$ cat config.mk
export PLATFORM = sky130hd
export DESIGN_NAME = psram_ce_limiter
export DESIGN_NICKNAME = d
export VERILOG_FILES = /design/src/rtl/psram_lim_pkg.sv /design/src/rtl/psram_lim_dp.sv /design/src/rtl/psram_lim_ctrl.sv /design/src/rtl/psram_ce_limiter.sv
export SDC_FILE = /design/constraint.sdc
export NUM_CORES = 1
export LEC_CHECK = 0
export ABC_AREA = 1
export BUFFER_PORTS_ARGS = -buffer_cell sky130_fd_sc_hd__buf_2
export CELL_PAD_IN_SITES_DETAIL_PLACEMENT = 1
export CELL_PAD_IN_SITES_GLOBAL_PLACEMENT = 1
export CORE_MARGIN = 5
export CORE_UTILIZATION = 36
export CTS_CLUSTER_SIZE = 16
export DETAILED_ROUTE_END_ITERATION = 12
export PLACE_DENSITY_LB_ADDON = 0.1
export SKIP_LAST_GASP = 1
export SLEW_MARGIN = 5
export SYNTH_ARGS = -nofsm -noshare
export SYNTH_HDL_FRONTEND = slang
export SYNTH_SLANG_ARGS = --single-unit
export TNS_END_PERCENT = 20
$ cat constraint.sdc
create_clock -name clk -period 4.2 [get_ports clk]
set_input_delay 0.63 -clock clk [delete_from_list [all_inputs] [get_ports clk]]
set_output_delay 0.63 -clock clk [all_outputs]
set_load 0.005 [all_outputs]
$ cat src/rtl/psram_lim_pkg.sv
package psram_lim_pkg;

  localparam int GAP_CLKS = 2;

  typedef enum logic [1:0] {
    ST_IDLE = 2'd0,
    ST_RUN  = 2'd1,
    ST_GAP  = 2'd2
  } lim_state_e;

  typedef struct packed {
    logic accept;   // capture a new burst
    logic reload;   // load the low-time timer from the limit
    logic step;     // one word transferred this clock
  } lim_strobes_t;

endpackage

$ cat src/rtl/psram_lim_dp.sv
module psram_lim_dp
  import psram_lim_pkg::*;
#(
  parameter int NUM_BANKS = 4,
  parameter int CNT_W     = 10,
  parameter int LEN_W     = 12,
  parameter int ADDR_W    = 24,
  localparam int BANK_W   = $clog2(NUM_BANKS)
) (
  input  logic                 clk,
  input  logic                 rstN,
  input  logic                 limitWrEn,
  input  logic [CNT_W-1:0]     limitWrData,
  input  logic                 bankEnWrEn,
  input  logic [NUM_BANKS-1:0] bankEnWrData,
  input  logic [BANK_W-1:0]    reqBank,
  input  logic [LEN_W-1:0]     reqLen,
  input  logic [ADDR_W-1:0]    reqAddr,
  input  lim_strobes_t         stb,
  output logic                 lastWord,
  output logic                 splitDue,
  output logic [ADDR_W-1:0]    curAddr
);

  logic [CNT_W-1:0]     limitReg;
  logic [NUM_BANKS-1:0] bankEnReg;
  logic [LEN_W-1:0]     remCnt;
  logic [CNT_W-1:0]     lowTimer;
  logic                 splitOn;

  // shared configuration
  always_ff @(posedge clk) begin
    if (!rstN) begin
      limitReg  <= '0;
      bankEnReg <= '0;
    end else begin
      if (limitWrEn)  limitReg  <= limitWrData;
      if (bankEnWrEn) bankEnReg <= bankEnWrData;
    end
  end

  // burst position
  always_ff @(posedge clk) begin
    if (!rstN) begin
      curAddr <= '0;
      remCnt  <= '0;
      splitOn <= 1'b0;
    end else if (stb.accept) begin
      curAddr <= reqAddr;
      remCnt  <= reqLen;
      splitOn <= bankEnReg[reqBank];
    end else if (stb.step) begin
      curAddr <= curAddr + ADDR_W'(1);
      remCnt  <= remCnt - LEN_W'(1);
    end
  end

  // low-time timer: loaded at each chip-enable fall, counts while low
  always_ff @(posedge clk) begin
    if (!rstN) begin
      lowTimer <= '0;
    end else if (stb.reload) begin
      lowTimer <= limitReg;
    end else if (stb.step && lowTimer != '0) begin
      lowTimer <= lowTimer - CNT_W'(1);
    end
  end

  assign lastWord = (remCnt == LEN_W'(1));
  // a zero limit never reaches one, so splitting is off
  assign splitDue = splitOn && (lowTimer == CNT_W'(1));

endmodule

$ cat src/rtl/psram_lim_ctrl.sv
module psram_lim_ctrl
  import psram_lim_pkg::*;
(
  input  logic         clk,
  input  logic         rstN,
  input  logic         reqGo,
  input  logic         lastWord,
  input  logic         splitDue,
  output lim_strobes_t stb,
  output logic         ceN,
  output logic         startStb,
  output logic         wordAck,
  output logic         busy
);

  localparam int GAP_W = $clog2(GAP_CLKS) + 1;

  lim_state_e state, stateNxt;
  logic [GAP_W-1:0] gapCnt, gapCntNxt;
  logic firstStb, firstStbNxt;

  always_comb begin
    stateNxt    = state;
    gapCntNxt   = gapCnt;
    firstStbNxt = 1'b0;
    stb         = '0;
    unique case (state)
      ST_IDLE: begin
        if (reqGo) begin
          stb.accept  = 1'b1;
          stb.reload  = 1'b1;
          firstStbNxt = 1'b1;
          stateNxt    = ST_RUN;
        end
      end
      ST_RUN: begin
        stb.step = 1'b1;
        if (lastWord) begin
          stateNxt = ST_IDLE;
        end else if (splitDue) begin
          stateNxt  = ST_GAP;
          gapCntNxt = GAP_W'(GAP_CLKS - 1);
        end
      end
      ST_GAP: begin
        if (gapCnt == '0) begin
          stb.reload  = 1'b1;
          firstStbNxt = 1'b1;
          stateNxt    = ST_RUN;
        end else begin
          gapCntNxt = gapCnt - GAP_W'(1);
        end
      end
      default: stateNxt = ST_IDLE;
    endcase
  end

  always_ff @(posedge clk) begin
    if (!rstN) begin
      state    <= ST_IDLE;
      gapCnt   <= '0;
      firstStb <= 1'b0;
    end else begin
      state    <= stateNxt;
      gapCnt   <= gapCntNxt;
      firstStb <= firstStbNxt;
    end
  end

  assign ceN      = (state != ST_RUN);
  assign wordAck  = (state == ST_RUN);
  assign startStb = firstStb;
  assign busy     = (state != ST_IDLE);

endmodule

$ cat src/rtl/psram_ce_limiter.sv
module psram_ce_limiter
  import psram_lim_pkg::*;
#(
  parameter int NUM_BANKS = 4,
  parameter int CNT_W     = 10,
  parameter int LEN_W     = 12,
  parameter int ADDR_W    = 24,
  localparam int BANK_W   = $clog2(NUM_BANKS)
) (
  input  logic                 clk,
  input  logic                 rstN,
  input  logic                 limitWrEn,
  input  logic [CNT_W-1:0]     limitWrData,
  input  logic                 bankEnWrEn,
  input  logic [NUM_BANKS-1:0] bankEnWrData,
  input  logic                 reqValid,
  input  logic [BANK_W-1:0]    reqBank,
  input  logic [LEN_W-1:0]     reqLen,
  input  logic [ADDR_W-1:0]    reqAddr,
  output logic                 ceN,
  output logic                 startStb,
  output logic [ADDR_W-1:0]    wordAddr,
  output logic                 wordAck,
  output logic                 busy
);

  lim_strobes_t stb;
  logic lastWord, splitDue, reqGo;

  assign reqGo = reqValid && (reqLen != '0);

  psram_lim_ctrl u_ctrl (
    .clk      (clk),
    .rstN     (rstN),
    .reqGo    (reqGo),
    .lastWord (lastWord),
    .splitDue (splitDue),
    .stb      (stb),
    .ceN      (ceN),
    .startStb (startStb),
    .wordAck  (wordAck),
    .busy     (busy)
  );

  psram_lim_dp #(
    .NUM_BANKS (NUM_BANKS),
    .CNT_W     (CNT_W),
    .LEN_W     (LEN_W),
    .ADDR_W    (ADDR_W)
  ) u_dp (
    .clk          (clk),
    .rstN         (rstN),
    .limitWrEn    (limitWrEn),
    .limitWrData  (limitWrData),
    .bankEnWrEn   (bankEnWrEn),
    .bankEnWrData (bankEnWrData),
    .reqBank      (reqBank),
    .reqLen       (reqLen),
    .reqAddr      (reqAddr),
    .stb          (stb),
    .lastWord     (lastWord),
    .splitDue     (splitDue),
    .curAddr      (wordAddr)
  );

endmodule

==> metrics.md, run 1 <==
| Metric | Value |
|---|---|
| N_diodes | `0` |
| DR iter-0 viols | `roughly 190` |
| Root Driver | `clkbuf_16` |
| Post-DRT Antenna Nets | `0` |
| CP max-delay cell | `buf_4` |
| Yosys warnings | `0` |
| Most common cell in the netlist | `nand2_1` |
| Share of cells above drive strength 1 | `0.158` |
| Synthesized flop and latch total | `66` |
| Clk_lat worst skew | `330 ps` |
| DR WL/cell | `roughly 15 um` |
| Largest family of logic cells by synthesized area | `simple AND/OR/NAND/NOR gates` |
| Unrepaired setup endpoints after global routing | `no` |
| RePlAce Congestion | `about 0.84` |
| Via count | `between 4k and 5k` |
| Synth-to-layout area growth | `18.5%` |
| Hold buffer count at cts | `0` |
| Max transition margin | `0.525` |
| # setup viols final | `0` |
| Area leader, netlist | `dfxtp_1` |
| Post-CTS sizing | `0` |
| Crit path max fanout | `approximately 50` |
| Syn_area_per_cell | `around 6.2 um2` |
| Min Tclk post-route | `about 2400 ps` |
| Post-Route WL | `approximately 14000 um` |
| Residual DRC | `0` |
| Initial Utilization | `0.363` |
| Setup bufs post-CTS | `0` |
| Crit path DAT | `roughly 2600 ps` |
| Pwr dens | `394 nW/um2` |
| Crit-path max cell delay | `460 ps` |
| Slew Limit Fails | `0` |
| Crit path cell chain | `buf_2 -> nor2_1 -> nand2_1 -> nor2_2 -> nand2_4 -> nand3_4 -> buf_4 -> nand2_1 -> nand2_1 -> nand3_1 -> nand2_1 -> inv_1` |
| H-tree depth | `3` |
| DIE AREA | `~14000 um2` |
| Post-Place Cells | `869` |
| Worst-margin pin slew | `between 700 and 800 ps` |
| EDFF count, synth | `0` |
| Synth Area in Simple Gates | `0.422` |
| Worst VDD drop | `around 0.24 mV` |
| Top_reg_cell synth | `dfxtp_1` |
| Mapped Area | `4110 um2` |
| Unique masters post-synth | `34` |
| Final-report hold violation count | `0` |
| Share of flip-flops with an asynchronous set or reset | `0` |
| WP data required | `around 4400 ps` |
| Worst Hold Class | `reg2reg` |
| Compound-gate portion of the synthesized area | `0.103` |
| Layout Nets | `800` |
| Setup TNS | `0 ps` |
| Crit path launch | `reqLen[0]` |
| Syn_nets | `729` |
| Core area | `11300 um2` |
| CP startpoint kind | `primary input` |
| GR Overflow Total | `0` |
| Clock Sink Count | `between 60 and 70` |
| Post-synthesis mux area share | `0` |
| Dpl ws | `about 1400 ps` |
| Worst setup EP type | `flop` |
| CTS tree | `done` |
| Kind of critical path | `in2reg` |
| Largest net degree at the start of global routing | `50` |
| CP dominant cell by count | `nand2_1` |
| DR pass1 iterations | `4` |
| Mapped Cells | `roughly 670` |
| FP Rows | `39` |
| Layout Cells excl Fill | `between 800 and 900` |
| Die height | `117 um` |
| Synth cell count leaders | `nand2_1 (137), nor2_1 (133), inv_1 (83)` |
| PortBufs | `84` |
| Synth Area in XOR/XNOR | `0.0213` |
| Final WS setup | `roughly 1800 ps` |
| Synth area leaders | `dfxtp_1 (32%), nand2_1 (13%), nor2_1 (12%), nand3_1 (7.8%), inv_1 (7.6%)` |
| Initial antenna violation count | `0` |
| Detailed-placement wirelength estimate | `9670 um` |
| Sequential area share after synthesis | `0.322` |
| Achievable Freq | `about 0.42 GHz` |
| Clk pin slew, worst setup/hold paths | `about 60 ps` |
| Final Hold Slack | `466 ps` |
| Share of the synthesized area in the top cell type | `0.322` |
| Ports | `85` |
| Outcome | `finished, final reports clean` |
| Lkg Pwr | `between 0.002 and 0.0025 uW` |
| HP Start | `u_dp.bankEnReg[1]` |
| Die width | `roughly 120 um` |
| CTS buffer count | `9` |
| # Max-Cap Violations | `0` |
| Final core utilization | `0.430` |
| Final Skew | `~7 ps` |
| Overall Global Routing Usage | `0.210` |
| Max Root-Sink Buffers | `2` |
| Fin crit share | `0.569` |
| Worst flop-to-flop path startpoint | `u_ctrl.state[0]` |
| Adder-Cell Fraction of Synth Area | `0.0183` |
| Vias in the first global route | `approximately 4.7k` |
| DR vias/cell | `about 5.1` |
| First-pass GRT wire length | `22700 um` |
-- cells in the final DEF, fill, tap and decap left out, types with 7 or more instances in the layout --
cell         n
nand2_1    137
nor2_1     133
buf_2       84
inv_1       83
dfxtp_1     66
nand3_1     64
o21ai_0     38
nand4_1     32
a21oi_1     24
clkbuf_16    9
xor2_1       7
-- state kept, by name, summed over array words and instances, names as in the netlist --
signal	flops
u_ctrl.gapCnt	2
u_ctrl.startStb	1
u_ctrl.state	2
u_dp.bankEnReg	4
u_dp.curAddr	24
u_dp.limitReg	10
u_dp.lowTimer	10
u_dp.remCnt	12
u_dp.splitOn	1
-- through the flow --
| step | total power [uW] | instance area, um2 |
|---|---|---|
| after floorplan | 1060 | 4110 |
| after global placement | 1180 | 4590 |
| after detailed placement | 1200 | 4590 |
| after CTS | 1950 | 4870 |
| after global routing | 2040 | 4870 |
| final | 1920 | 4870 |
-- path summary, 6_finish.rpt --
| kind | depth (start not counted) | slack (ps) | to |
|---|---|---|---|
| max reg2reg | 7 | 2000 | u_dp.curAddr[21] |
| max | 12 | 1810 | u_dp.lowTimer[8] |
| min reg2reg | 2 | 470 | u_dp.bankEnReg[1] |
| min | 2 | 470 | u_dp.bankEnReg[1] |
-- area by class of cell --
class / instances / area, um2
clock buffers: 13 / 240
fillers: 1547 / 6450
inverters: 86 / 323
flip-flops and latches: 66 / 1320
well taps: 143 / 179
multi-input cells: 487 / 2320
repair buffers: 87 / 443
clock inverters: 3 / 40.0
-- metal layers --
layer	up-vias	wire length (um)	part of all wire	track usage
met4	0	221	0.016	0.0703
met5	-	0	0	0
met3	15	631	0.047	0.0314
met2	92	6670	0.49	0.374
met1	2143	6010	0.44	0.258
li1	2279	-	-	-
-- cell families after synthesis --
| family | after synthesis |
|---|---|
| flip-flops | 66 |
| AND/OR/NAND/NOR | 393 |
| adder cells (fa/ha/maj) | 6 |
| XOR/XNOR | 10 |
| AO/OA/AOI/OAI | 78 |
| buffers and inverters | 113 |
-- power by group --
| part | internal (uW) | switching [uW] |
|---|---|---|
| sequential | 684 | 58.4 |
| clock | 458 | 273 |
| combinational | 163 | 282 |
| total | 1310 | 614 |
-- critical path, delay by kind of cell --
| kind | cells | cell delay [ps] |
|---|---|---|
| and+or+nand+nor | 9 | 1370 |
| buffers and inverters | 3 | 620 |
Note: power is estimated with default switching activity, not from simulation.
==> run 2, diff against run 1 <==
--- a/config.mk
+++ b/config.mk
@@ -10,7 +10,7 @@
 export CELL_PAD_IN_SITES_DETAIL_PLACEMENT = 1
 export CELL_PAD_IN_SITES_GLOBAL_PLACEMENT = 1
 export CORE_MARGIN = 5
-export CORE_UTILIZATION = 36
+export CORE_UTILIZATION = 34
 export CTS_CLUSTER_SIZE = 16
 export DETAILED_ROUTE_END_ITERATION = 12
 export PLACE_DENSITY_LB_ADDON = 0.1
==> constraint.sdc (replaced) <==
create_clock -name clk -period 2 [get_ports clk]
set_input_delay 0.3 -clock clk [delete_from_list [all_inputs] [get_ports clk]]
set_output_delay 0.3 -clock clk [all_outputs]
set_load 0.005 [all_outputs]
==> run 2 against run 1 <==
Compared with the run above:
- via count grew 0.77%
- power grew 110%
- final area grew 1.8%
- highest routed layer unchanged
- setup slack lost 1600 ps
- global-route usage shrank 1.4 points
- final cell count grew 1.6%
- worst hold slack lost 280 ps
- core utilization shrank 1.4 points
- routed wire length grew 1.8%
==> metrics.md, run 2 (synthesized netlist as in run 1, its figures left out) <==
| Metric | Value |
|---|---|
| Outcome | `finished, final reports clean` |
| Detailed-placement wirelength estimate | `between 10000 and 15000 um` |
| Vias in the first global route | `around 4.7k` |
| Die height | `~120 um` |
| # Max-Cap Violations | `0` |
| Synth-to-layout area growth | `20.7%` |
| Worst-margin pin slew | `between 500 and 600 ps` |
| Lkg Pwr | `~0.0024 uW` |
| # setup viols final | `0` |
| Final-report hold violation count | `0` |
| Kind of critical path | `reg2reg` |
| Post-DRT Antenna Nets | `0` |
| Clock Sink Count | `66` |
| Min Tclk post-route | `approximately 1800 ps` |
| Unrepaired setup endpoints after global routing | `no` |
| CTS tree | `done` |
| N_diodes | `0` |
| GR Overflow Total | `0` |
| Largest registers | `u_dp.curAddr x24, u_dp.remCnt x12` |
| DR pass1 iterations | `4` |
| RePlAce Congestion | `between 0.8 and 0.9` |
| Post-Route WL | `around 14000 um` |
| Final core utilization | `0.416` |
| Worst VDD drop | `between 0.6 and 0.7 mV` |
| Crit path max fanout | `7` |
| Initial Utilization | `0.345` |
| Via count | `4564` |
| PortBufs | `84` |
| H-tree depth | `3` |
| Commonest non-fill, non-tap cells in the layout | `nand2_1 (137), nor2_1 (133), buf_2 (84)` |
| Layout Nets | `between 800 and 900` |
| Total chip power | `a little under 4000 uW` |
| Largest net degree at the start of global routing | `31` |
| Clk pin slew, worst setup/hold paths | `60 ps` |
| Overall Global Routing Usage | `0.196` |
| Final Skew | `roughly 8 ps` |
| Die width | `~120 um` |
| CTS buffer count | `9` |
| Residual DRC | `0` |
| Commonest non-fill, non-tap cell in the layout | `nand2_1` |
| DIE AREA | `roughly 14000 um2` |
| Clk_lat worst skew | `approximately 340 ps` |
| Max Root-Sink Buffers | `2` |
| DR vias/cell | `5.08` |
| Worst setup EP type | `flop` |
| WP data required | `~2300 ps` |
| Initial antenna violation count | `0` |
| First-pass GRT wire length | `approximately 23000 um` |
| Share of cells above drive strength 1 | `0.173` |
| Worst Hold Class | `in2reg` |
| Hold buffer count at cts | `0` |
| Crit path DAT | `2050 ps` |
| Ports | `85` |
| Core area | `between 10000 and 15000 um2` |
| Max transition margin | `0.607` |
| Pwr dens | `801 nW/um2` |
| Fillcell total | `1640` |
| Slew Limit Fails | `0` |
| Fin crit share | `0.881` |
| FP Rows | `40` |
| Achievable Freq | `roughly 0.57 GHz` |
| Max reg flops | `24` |
| Post-CTS sizing | `0` |
| DR iter-0 viols | `202` |
| Final Hold Slack | `around 180 ps` |
| DR WL/cell | `15.3 um` |
| Largest Register | `u_dp.curAddr` |
| Root Driver | `clkbuf_16` |
| Setup TNS | `0 ps` |
| CP startpoint kind | `flop` |
| Setup bufs post-CTS | `0` |
## run 2: layout make-up
| cell class | instances | area, um2 | area share |
|---|---|---|---|
| well taps | 147 | 184 | 0.0371 |
| flip-flops and latches | 66 | 1320 | 0.267 |
| inverters | 86 | 323 | 0.0652 |
| multi-input cells | 487 | 2320 | 0.468 |
| clock inverters | 3 | 17.5 | 0.00354 |
| clock buffers | 11 | 243 | 0.0490 |
| repair buffers | 99 | 546 | 0.110 |
## run 2: final timing paths
check                           cells after the start           endpoint         startpoint  slack (ps)
worst max-delay path                               11   u_dp.lowTimer[1]   u_dp.lowTimer[0]         240
worst min-delay path                                3   u_dp.limitReg[4]     limitWrData[4]         180
worst max register to register                     11   u_dp.lowTimer[1]   u_dp.lowTimer[0]         240
worst min register to register                      2  u_dp.bankEnReg[1]  u_dp.bankEnReg[1]         460
## run 2: metrics by stage
step	setup WS, ps	std cells	cell area, um2
floorplan	547	666	4110
global placement	292	885	4690
detailed placement	231	885	4690
CTS	229	899	4950
global route	85.0	899	4950
finish	238	899	4950
## run 2: metal layers
metal	global-route usage	vias up	part of all wire
met5	0	-	0
met4	0.0616	0	0.018
met3	0.0363	18	0.041
met2	0.351	80	0.50
met1	0.238	2170	0.44
li1	-	2296	-
## run 2: critical path, stage by stage (launching register included)
cell	delay, ps
dfxtp_1	350
inv_1	100
ha_1	240
nand2_1	100
inv_1	70
nand3_1	80
nand2_1	120
buf_4	190
or2_2	270
nand3_1	80
nand2_1	50
inv_1	50
## run 2: power breakdown
| part | internal, uW | switching, uW | total, uW |
|---|---|---|---|
| Clock | 854 | 582 | 1440 |
| Sequential | 1440 | 122 | 1560 |
| Combinational | 370 | 601 | 971 |
| Total | 2660 | 1310 | 3970 |
